## src/rtl/irq_pkg.sv

```systemverilog
`timescale 1ns/1ps
package irq_pkg;
  localparam int NUM_LVL = 8;

  typedef enum logic [2:0] {
    SEQ_IDLE,
    SEQ_BASE,
    SEQ_CASC,
    SEQ_MODE,
    SEQ_RUN
  } seq_st_t;

  typedef enum logic {
    SRC_REQ = 1'b0,
    SRC_SRV = 1'b1
  } rd_src_t;
endpackage

```

## src/rtl/irq_prio.sv

```systemverilog
`timescale 1ns/1ps
// Rotating priority resolver: finds the best-ranked set bit, counting from lead.
module irq_prio #(
  parameter int N  = 8,
  parameter int LW = $clog2(N)
) (
  input  logic [N-1:0]  req,
  input  logic [LW-1:0] lead,
  output logic          any,
  output logic [LW-1:0] lvl
);
  logic [N-1:0]  rot;
  logic [LW-1:0] off;

  for (genvar k = 0; k < N; k++) begin : g_rot
    logic [LW-1:0] idx;
    assign idx    = lead + LW'(k);
    assign rot[k] = req[idx];
  end

  always_comb begin
    off = '0;
    for (int k = N - 1; k >= 0; k--) begin
      if (rot[k]) off = LW'(k);
    end
  end

  assign any = |req;
  assign lvl = off + lead;
endmodule

```

## src/rtl/irq_req.sv

```systemverilog
`timescale 1ns/1ps
// Request register with edge or level capture.
module irq_req #(
  parameter int N = 8
) (
  input  logic         clk,
  input  logic         rst_n,
  input  logic [N-1:0] irq_in,
  input  logic         level_mode,
  input  logic         restart,
  input  logic [N-1:0] clr,
  output logic [N-1:0] irr
);
  logic [N-1:0] prev_q;
  logic [N-1:0] irr_q;

  always_ff @(posedge clk or negedge rst_n) begin
    if (!rst_n) begin
      prev_q <= '0;
      irr_q  <= '0;
    end else begin
      prev_q <= irq_in;
      if (restart)         irr_q <= '0;
      else if (level_mode) irr_q <= irq_in;
      else                 irr_q <= (irr_q & ~clr) | (irq_in & ~prev_q);
    end
  end

  assign irr = irr_q;
endmodule

```

## src/rtl/irq_prog.sv

```systemverilog
`timescale 1ns/1ps
// Setup-word sequencer, run-time command decode and configuration state.
module irq_prog
  import irq_pkg::*;
#(
  parameter int N  = 8,
  parameter int LW = $clog2(N)
) (
  input  logic            clk,
  input  logic            rst_n,
  input  logic            addr,
  input  logic [N-1:0]    wdata,
  input  logic            wr,
  input  logic            rd,
  output logic            restart,
  output logic            running,
  output logic            ltim,
  output logic            aeoi,
  output logic            sfnm,
  output logic [N-1:0]    mask,
  output logic [N-LW-1:0] base,
  output logic            smm,
  output rd_src_t         rsel,
  output logic            poll,
  output logic            aeoi_rot,
  output logic            eoi_ns,
  output logic            eoi_sp,
  output logic            rot,
  output logic            setpri,
  output logic [LW-1:0]   cmd_lvl
);
  seq_st_t st_q;
  logic    single_q, need4_q;
  logic    wr0, wr1, op2, op3;

  assign wr0     = wr & ~addr;
  assign wr1     = wr & addr;
  assign restart = wr0 & wdata[4];
  assign running = (st_q == SEQ_RUN);
  assign op2     = wr0 & running & (wdata[4:3] == 2'b00);
  assign op3     = wr0 & running & (wdata[4:3] == 2'b01);

  assign eoi_ns  = op2 & wdata[5] & ~wdata[6];
  assign eoi_sp  = op2 & wdata[5] & wdata[6];
  assign rot     = op2 & wdata[7] & wdata[5];
  assign setpri  = op2 & wdata[7] & wdata[6] & ~wdata[5];
  assign cmd_lvl = wdata[LW-1:0];

  always_ff @(posedge clk or negedge rst_n) begin
    if (!rst_n) begin
      st_q     <= SEQ_IDLE;
      single_q <= 1'b0;
      need4_q  <= 1'b0;
      ltim     <= 1'b0;
      aeoi     <= 1'b0;
      sfnm     <= 1'b0;
      mask     <= '0;
      base     <= '0;
      smm      <= 1'b0;
      rsel     <= SRC_REQ;
      poll     <= 1'b0;
      aeoi_rot <= 1'b0;
    end else if (restart) begin
      st_q     <= SEQ_BASE;
      ltim     <= wdata[3];
      single_q <= wdata[1];
      need4_q  <= wdata[0];
      aeoi     <= 1'b0;
      sfnm     <= 1'b0;
      mask     <= '0;
      smm      <= 1'b0;
      rsel     <= SRC_REQ;
      poll     <= 1'b0;
      aeoi_rot <= 1'b0;
    end else begin
      unique case (st_q)
        SEQ_BASE: if (wr1) begin
          base <= wdata[N-1:LW];
          if (!single_q)    st_q <= SEQ_CASC;
          else if (need4_q) st_q <= SEQ_MODE;
          else              st_q <= SEQ_RUN;
        end
        SEQ_CASC: if (wr1) st_q <= need4_q ? SEQ_MODE : SEQ_RUN;
        SEQ_MODE: if (wr1) begin
          aeoi <= wdata[1];
          sfnm <= wdata[4];
          st_q <= SEQ_RUN;
        end
        SEQ_RUN:  if (wr1) mask <= wdata;
        default: ;
      endcase

      if (op2 && wdata[6:5] == 2'b00) aeoi_rot <= wdata[7];

      if (op3) begin
        if (wdata[1]) rsel <= wdata[0] ? SRC_SRV : SRC_REQ;
        if (wdata[6]) smm  <= wdata[5];
        if (wdata[2]) poll <= 1'b1;
      end else if (rd && !addr) begin
        poll <= 1'b0;
      end
    end
  end
endmodule

```

## src/rtl/irq_ctrl_core.sv

```systemverilog
`timescale 1ns/1ps
// Eight-level programmable interrupt controller, top level.
module irq_ctrl_core
  import irq_pkg::*;
#(
  parameter int N  = NUM_LVL,
  parameter int LW = $clog2(N)
) (
  input  logic         clk,
  input  logic         rst_n,
  input  logic         addr,
  input  logic [N-1:0] wdata,
  input  logic         wr,
  input  logic         rd,
  output logic [N-1:0] rdata,
  input  logic [N-1:0] irq_in,
  output logic         intr,
  input  logic         ack,
  output logic [N-1:0] vector
);
  logic            restart, running, ltim, aeoi, sfnm, smm, poll, aeoi_rot;
  logic            eoi_ns, eoi_sp, rot, setpri;
  logic [LW-1:0]   cmd_lvl;
  logic [N-1:0]    mask_q, irr, isr_q;
  logic [N-LW-1:0] base;
  rd_src_t         rsel;

  logic [LW-1:0]   lead_q;
  logic [N-1:0]    pend, isr_eff, one_p, one_h, one_c, isr_set, isr_clr, irr_clr;
  logic            p_any, s_any, h_any;
  logic [LW-1:0]   p_lvl, s_lvl, h_lvl, rank_p, rank_s;
  logic            beats, ack_ok, ack_hit, poll_rd, svc;

  irq_prog #(.N(N), .LW(LW)) u_prog (
    .clk(clk), .rst_n(rst_n), .addr(addr), .wdata(wdata), .wr(wr), .rd(rd),
    .restart(restart), .running(running), .ltim(ltim), .aeoi(aeoi), .sfnm(sfnm),
    .mask(mask_q), .base(base), .smm(smm), .rsel(rsel), .poll(poll),
    .aeoi_rot(aeoi_rot), .eoi_ns(eoi_ns), .eoi_sp(eoi_sp), .rot(rot),
    .setpri(setpri), .cmd_lvl(cmd_lvl)
  );

  irq_req #(.N(N)) u_req (
    .clk(clk), .rst_n(rst_n), .irq_in(irq_in), .level_mode(ltim),
    .restart(restart), .clr(irr_clr), .irr(irr)
  );

  assign pend    = irr & ~mask_q;
  assign isr_eff = smm ? (isr_q & ~mask_q) : isr_q;

  irq_prio #(.N(N), .LW(LW)) u_pend (.req(pend),    .lead(lead_q), .any(p_any), .lvl(p_lvl));
  irq_prio #(.N(N), .LW(LW)) u_eff  (.req(isr_eff), .lead(lead_q), .any(s_any), .lvl(s_lvl));
  irq_prio #(.N(N), .LW(LW)) u_high (.req(isr_q),   .lead(lead_q), .any(h_any), .lvl(h_lvl));

  assign rank_p = p_lvl - lead_q;
  assign rank_s = s_lvl - lead_q;
  assign beats  = p_any & (~s_any | (rank_p < rank_s) | (sfnm & (p_lvl == s_lvl)));
  assign intr   = running & beats;

  assign ack_ok  = ack & running;
  assign ack_hit = ack_ok & beats;
  assign poll_rd = rd & ~addr & poll & running;
  assign svc     = (ack_ok | poll_rd) & beats;

  assign one_p = {{(N-1){1'b0}}, 1'b1} << p_lvl;
  assign one_h = {{(N-1){1'b0}}, 1'b1} << h_lvl;
  assign one_c = {{(N-1){1'b0}}, 1'b1} << cmd_lvl;

  assign irr_clr = (svc & ~ltim) ? one_p : '0;
  assign isr_set = (svc & ~aeoi) ? one_p : '0;

  always_comb begin
    isr_clr = '0;
    if (eoi_ns && h_any) isr_clr = one_h;
    else if (eoi_sp)     isr_clr = one_c;
  end

  always_ff @(posedge clk or negedge rst_n) begin
    if (!rst_n) begin
      isr_q  <= '0;
      lead_q <= '0;
    end else if (restart) begin
      isr_q  <= '0;
      lead_q <= '0;
    end else begin
      isr_q <= (isr_q & ~isr_clr) | isr_set;
      if (rot && eoi_ns && h_any)       lead_q <= h_lvl + LW'(1);
      else if (rot && eoi_sp)           lead_q <= cmd_lvl + LW'(1);
      else if (setpri)                  lead_q <= cmd_lvl + LW'(1);
      else if (svc && aeoi && aeoi_rot) lead_q <= p_lvl + LW'(1);
    end
  end

  assign vector = {base, ack_hit ? p_lvl : {LW{1'b1}}};

  always_comb begin
    if (addr)               rdata = mask_q;
    else if (poll)          rdata = {beats, {(N-1-LW){1'b0}}, beats ? p_lvl : {LW{1'b0}}};
    else if (rsel == SRC_SRV) rdata = isr_q;
    else                    rdata = irr;
  end
endmodule

```

## config.mk

```make
export PLATFORM = sky130hd
export DESIGN_NAME = irq_ctrl_core
export DESIGN_NICKNAME = d
export VERILOG_FILES = /design/src/rtl/irq_pkg.sv /design/src/rtl/irq_prio.sv /design/src/rtl/irq_req.sv /design/src/rtl/irq_prog.sv /design/src/rtl/irq_ctrl_core.sv
export SDC_FILE = /design/constraint.sdc
export NUM_CORES = 1
export LEC_CHECK = 0
export BUFFER_PORTS_ARGS = -buffer_cell sky130_fd_sc_hd__clkbuf_2
export CAP_MARGIN = 20
export CORE_ASPECT_RATIO = 1.4
export CORE_UTILIZATION = 50
export CTS_CLUSTER_DIAMETER = 40
export DETAILED_ROUTE_END_ITERATION = 7
export GPL_TIMING_DRIVEN = 0
export HOLD_SLACK_MARGIN = 0.06
export PLACE_DENSITY = 0.66
export SYNTH_ARGS = -nofsm -noshare
export SYNTH_HDL_FRONTEND = slang
export SYNTH_HIERARCHICAL = 1
export SYNTH_SLANG_ARGS = --single-unit
```

## constraint.sdc

```tcl
create_clock -name clk -period 16.8 [get_ports clk]
set_input_delay 4.2 -clock clk [delete_from_list [all_inputs] [get_ports clk]]
set_output_delay 4.2 -clock clk [all_outputs]
set_load 0.05 [all_outputs]
```

==> impl_metrics.ini, run 1 <==
[run_status]
outcome = finished, final reports clean

[worst_setup_path]
rr_startpoint = lead_q[0]
crit_fanout = 16
cp_top_family = compound AO/OA/AOI/OAI gates
r2r_cells = 26
critPathLaunchType = register
required_ns = 12.60
cp_num_buf_inv = 6
ff2ff_setup_slack_ns = 10.22
path_class = register to output port
crit_slowest_cell = dfrtp_1
cpPeakStageDelay_ns = 0.83
endpoint_kind = output port
r2r_end = u_req/irr[5]
crit_arrival_ns = 6.67

[grt]
grt-ovfl-total = 0
grt_pass1_vias = 4546
grt_pass1_wl_um = 22800
grtUsageTotal = 0.251
grt_max_degree = 28
antenna_found_initial = 0

[route]
ant_nets = 0
firstDrtPassIters = 5
wl_um = 13900
drc_errors = 0
detailroute.via_count = 4514
vias_per_cell = 6.06
drt_iter0_drc = 334
wire_per_inst_um = 18.7

[layout]
final_area_sq_um = 6000
syn2layout_area_growth_pct = 9.71
n_antenna_cell = 0
fin_nets = 664
n_fill_cell = 928
drive_gt1_frac = 0.255

[timing]
hold_viol_final = 0
setup-tns-final_ns = 0
post-route-period-util = 0.647
slew_headroom = 0.495
maxSlewViolCount = 0
layout_min_cycle_time_ns = 10.87
setup_violations = 0
fmax_mhz = 92.0
rsz0062_at_grt = no
tightest_slew_ns = 0.757
finClkSkew_ns = 0.00720

[min_path]
min_to = u_prog/base[4]
min_from = u_prog/base[4]
hold_depth = 1
hold_class = register to register

[floorplanning]
dieArea_sq_um = 11400
start_util = 0.520
fp-row-count = 44
ios = 39
core_sq_um = 10500
die_x_um = 90.4
die_y_um = 126

[placed_design]
routabilityCongestion = 0.932
portBuffers = 37
post_dp_cell_area_sq_um = 5840
hpwlAfterDp_um = 10800

[flow_run]
cap_violations = 0

[clock_tree]
post-cts-setup-buffers = 0
root_buffer = clkbuf_16
htreeDepth = 2
clk_latency_ns = 0.30
cts_made_buffers = 5
cts_resized = 0
cts_tree = done
clk_pin_slew_ns = 0.07
hold_buffers = 0
clockBufferDepth = 2
cts.sinks = 52

[logic_synthesis]
syn_avg_cell_area_sq_um = 9.74
synth_edf_count = 0
ys_async_sr_fraction = 1.00
synth_area_sq_um = 5470
yosysWarnings = 6
synth_flop_cell = dfrtp_1
synth_cells = 561
synth_fp_nets = 619
synth-seq-area-share = 0.238
synth-seq-cells = 52
yosysUniqueCellTypes = 71
through the flow:
stage | instances | hold slack [ns] | utilization | setup slack [ns]
after floorplan | 561 | 0.492 | - | 6.76
after global placement | 736 | 0.492 | 0.554 | 6.35
after detailed placement | 737 | 0.500 | 0.556 | 6.26
after CTS | 745 | 0.518 | 0.570 | 5.92
after global routing | 745 | 0.526 | 0.570 | 5.54
final | 745 | 0.516 | 0.570 | 5.93
registers in the layout (all words and copies together) (netlist names), 3 cells and up:
signal / flops
u_prog/st_q: 3
u_prog/base: 5
u_req/irr: 8
u_req/prev_q: 8
lead_q: 3
u_prog/mask: 8
isr_q: 8
cells in the mapped netlist (all sizes together), types with 7 or more instances:
cell type / n / area, sq um
a21boi: 10 / 75.1
a21oi: 20 / 100
and2b: 10 / 87.6
buf: 18 / 175
clkbuf: 11 / 101
dfrtp: 52 / 1300
ha: 31 / 388
inv: 36 / 135
mux2: 29 / 327
mux2i: 62 / 633
mux4: 10 / 236
nand2: 40 / 150
nand2b: 14 / 87.6
nand3: 19 / 95.1
nor2: 22 / 87.6
nor2b: 10 / 70.1
nor4: 7 / 50.1
o21ai: 39 / 203
o221ai: 7 / 73.8
or4b: 8 / 87.6
xnor2: 12 / 143
xor2: 10 / 87.6
cell type report:
cell class	count	area, sq um	share of cell area
buffer	29	277	0.0461
multi-input combinational	444	3750	0.626
sequential	52	1300	0.217
tap	138	173	0.0288
clock buffer	5	125	0.0209
timing repair buffer	38	205	0.0342
clock inverter	3	27.5	0.00459
inverter	36	135	0.0225
metal layers:
metal | track usage | vias up | routed length [um]
met4 | 0.0958 | 0 | 337
met1 | 0.291 | 2208 | 5620
met5 | 0 | - | 0
li1 | - | 2144 | -
met3 | 0.0260 | 23 | 564
met2 | 0.472 | 139 | 7410
cells in the final DEF (no fill, tap or decap), types with 4 or more instances in the layout:
cell / synthesis / routed
and2b_2: 10 / 10
clkbuf_8: 6 / 6
inv_1: 36 / 36
and2_2: 5 / 5
buf_4: 4 / 4
a21oi_1: 20 / 20
nor2_1: 20 / 20
ha_1: 31 / 31
nand3_1: 19 / 19
o21ai_0: 36 / 36
a21o_1: 6 / 6
mux2_2: 29 / 29
clkbuf_1: 5 / 5
nand4b_1: 5 / 5
mux4_2: 7 / 7
a21boi_0: 10 / 10
or4b_1: 6 / 6
nand2b_1: 14 / 14
nand4_1: 5 / 5
nor4_1: 6 / 6
clkbuf_2: 0 / 37
buf_6: 12 / 12
nor3b_1: 4 / 4
a31oi_1: 6 / 6
nand2_1: 40 / 40
clkbuf_16: 0 / 5
xnor2_1: 10 / 10
xor2_1: 10 / 10
nor2b_1: 9 / 9
dfrtp_1: 52 / 52
o221ai_1: 5 / 5
mux2i_1: 61 / 61
fa_1: 5 / 5
o22ai_1: 4 / 4
worst max path at each step:
stage                     cells after the start        to  slack (ns)      start
final                                        25  rdata[7]        5.93  lead_q[0]
after CTS                                    25  rdata[7]        5.92  lead_q[0]
after global routing                         25  rdata[7]        5.54  lead_q[0]
after floorplan                              24  rdata[7]        6.76  lead_q[0]
after global placement                       25  rdata[7]        6.35  lead_q[0]
after detailed placement                     25  rdata[7]        6.26  lead_q[0]
cell families (layout without fill, tap and decap cells):
logic type / after synthesis / in the layout / share of synthesized area
DFF: 52 / 52 / 0.238
xor gates and xnor gates: 22 / 22 / 0.0421
and+or+nand+nor: 173 / 173 / 0.196
AOI/OAI and AO/OA: 112 / 112 / 0.140
muxes: 101 / 101 / 0.219
buffers and inverters: 65 / 111 / 0.0753
adders and majority gates: 36 / 36 / 0.0893
Power of run 1 is left out: the tool's default activity adds up to more than one toggle a clock period on the data nets, which glitch-free logic cannot reach.
==> run 2: changes to the inputs <==
--- a/config.mk
+++ b/config.mk
@@ -13,7 +13,7 @@
 export DETAILED_ROUTE_END_ITERATION = 7
 export GPL_TIMING_DRIVEN = 0
 export HOLD_SLACK_MARGIN = 0.06
-export PLACE_DENSITY = 0.66
+export PLACE_DENSITY = 0.69
 export SYNTH_ARGS = -nofsm -noshare
 export SYNTH_HDL_FRONTEND = slang
 export SYNTH_HIERARCHICAL = 1
==> constraint.sdc (replaced) <==
create_clock -name clk -period 8.7 [get_ports clk]
set_input_delay 2.175 -clock clk [delete_from_list [all_inputs] [get_ports clk]]
set_output_delay 2.175 -clock clk [all_outputs]
set_load 0.05 [all_outputs]
==> run 2 against run 1 <==
Worst setup slack worse by 5.6 ns; via count fell by 1.4%; non-clock buffer count did not move; final cell count unchanged; flip-flop and latch count is the same; cell area up 0.15%; die area is the same; critical path depth unchanged; register-to-register slack got worse by 7.6 ns; sequential share of layout area is essentially flat; clock-buffer cell count is the same; critical endpoint unchanged; highest routed layer unchanged.
==> impl_metrics.ini, run 2 (synthesis results as in run 1) <==
[clock_tree]
post-cts-setup-buffers = 0
clk_latency_ns = 0.30
cts.sinks = 52
htreeDepth = 2
cts_made_buffers = 5
clockBufferDepth = 2
cts_tree = done
root_buffer = clkbuf_16
clk_pin_slew_ns = 0.07
cts_resized = 2
hold_buffers = 0

[worst_setup_path]
endpoint_kind = output port
path_class = register to output port
required_ns = 6.53
r2r_cells = 26
crit_top_cell = ha_1
crit_arrival_ns = 6.17
crit_fanout = 16
critPathLaunchType = register
cpPeakStageDelay_ns = 0.64
crit_slowest_cell = dfrtp_2

[layout]
fin_nets = 664
final_common_cell = mux2i_1
final_util = 0.571
syn2layout_area_growth_pct = 9.87
drive_gt1_frac = 0.262
n_antenna_cell = 0
mostFrequentLayoutCells = mux2i_1 (61), dfrtp_1 (50), nand2_1 (40), clkbuf_2 (38)

[route]
drc_errors = 0
detailroute.via_count = 4449
drt_iter0_drc = 236
wire_per_inst_um = 18.3
ant_nets = 0
firstDrtPassIters = 6
vias_per_cell = 5.97
wl_um = 13600

[timing]
tightest_slew_ns = 0.737
fmax_mhz = 120
slew_headroom = 0.504
hold_viol_final = 0
finClkSkew_ns = 0.00996
rsz0062_at_grt = no
timing.final.ws_setup_ns = 0.356
setup_violations = 0
maxSlewViolCount = 0
setup-tns-final_ns = 0
layout_min_cycle_time_ns = 8.34
post-route-period-util = 0.959

[floorplanning]
dieArea_sq_um = 11400
die_x_um = 90.4
ios = 39
core_sq_um = 10500
fp-row-count = 44
start_util = 0.520
die_y_um = 126

[grt]
grtUsageTotal = 0.248
grt_pass1_wl_um = 22800
antenna_found_initial = 0
grt_max_degree = 28
grt_pass1_vias = 4440
grt-ovfl-total = 0

[run_status]
outcome = finished, final reports clean

[flow_run]
cap_violations = 0

[placed_design]
routabilityCongestion = 0.938
hpwlAfterDp_um = 10900
pre_cts_slack_ns = 0.211
portBuffers = 37

[min_path]
hold_depth = 1
hold_class = register to register
-- run 2: changes by cell type in the layout (fill, tap and decap cells not counted), sizes merged --
cell	delta
clkinv	-1
inv	+1
-- run 2: path summary, 6_finish.rpt --
check | from | to | slack (ns)
worst max-delay path | lead_q[0] | rdata[7] | 0.36
worst min-delay path | u_prog/base[2] | u_prog/base[2] | 0.51
worst max register to register | lead_q[0] | u_req/irr[5] | 2.64
worst min register to register | u_prog/base[2] | u_prog/base[2] | 0.51
max in group asynchronous | rst_n | u_req/prev_q[1] | 6.22
min in group asynchronous | rst_n | isr_q[3] | 1.90
-- run 2: layout make-up --
cell class,instances,area [sq um]
sequential,52,1300
fill,931,4510
clock inverter,3,25.0
timing repair buffer,38,205
inverter,36,135
clock buffer,5,125
buffer,29,278
multi-input combinational,444,3760
tap,138,173
-- run 2: per-layer routing --
metal  wire, um  track usage
met5          0            0
met4        328       0.0778
met1       5570        0.292
met3        463       0.0223
met2       7280        0.472
-- run 2: worst max-delay path, delay by kind of cell, from the launching register on --
kind / cells / cell delay [ns]
xor+xnor: 4 / 0.91
compound gates: 7 / 1.38
simple gates: 1 / 0.15
buf+inv: 6 / 1.16
mux: 3 / 0.54
flops: 1 / 0.64
fa+ha+maj: 4 / 1.10
-- run 2: per-stage QoR --
| step | area [sq um] | hold WS, ns | std cells |
|---|---|---|---|
| after floorplan | 5470 | 0.492 | 561 |
| after global placement | 5820 | 0.490 | 736 |
| after detailed placement | 5840 | 0.501 | 737 |
| after CTS | 6000 | 0.516 | 745 |
| after global routing | 6000 | 0.528 | 745 |
| final | 6000 | 0.509 | 745 |
Power of run 2 is left out for the same reason.
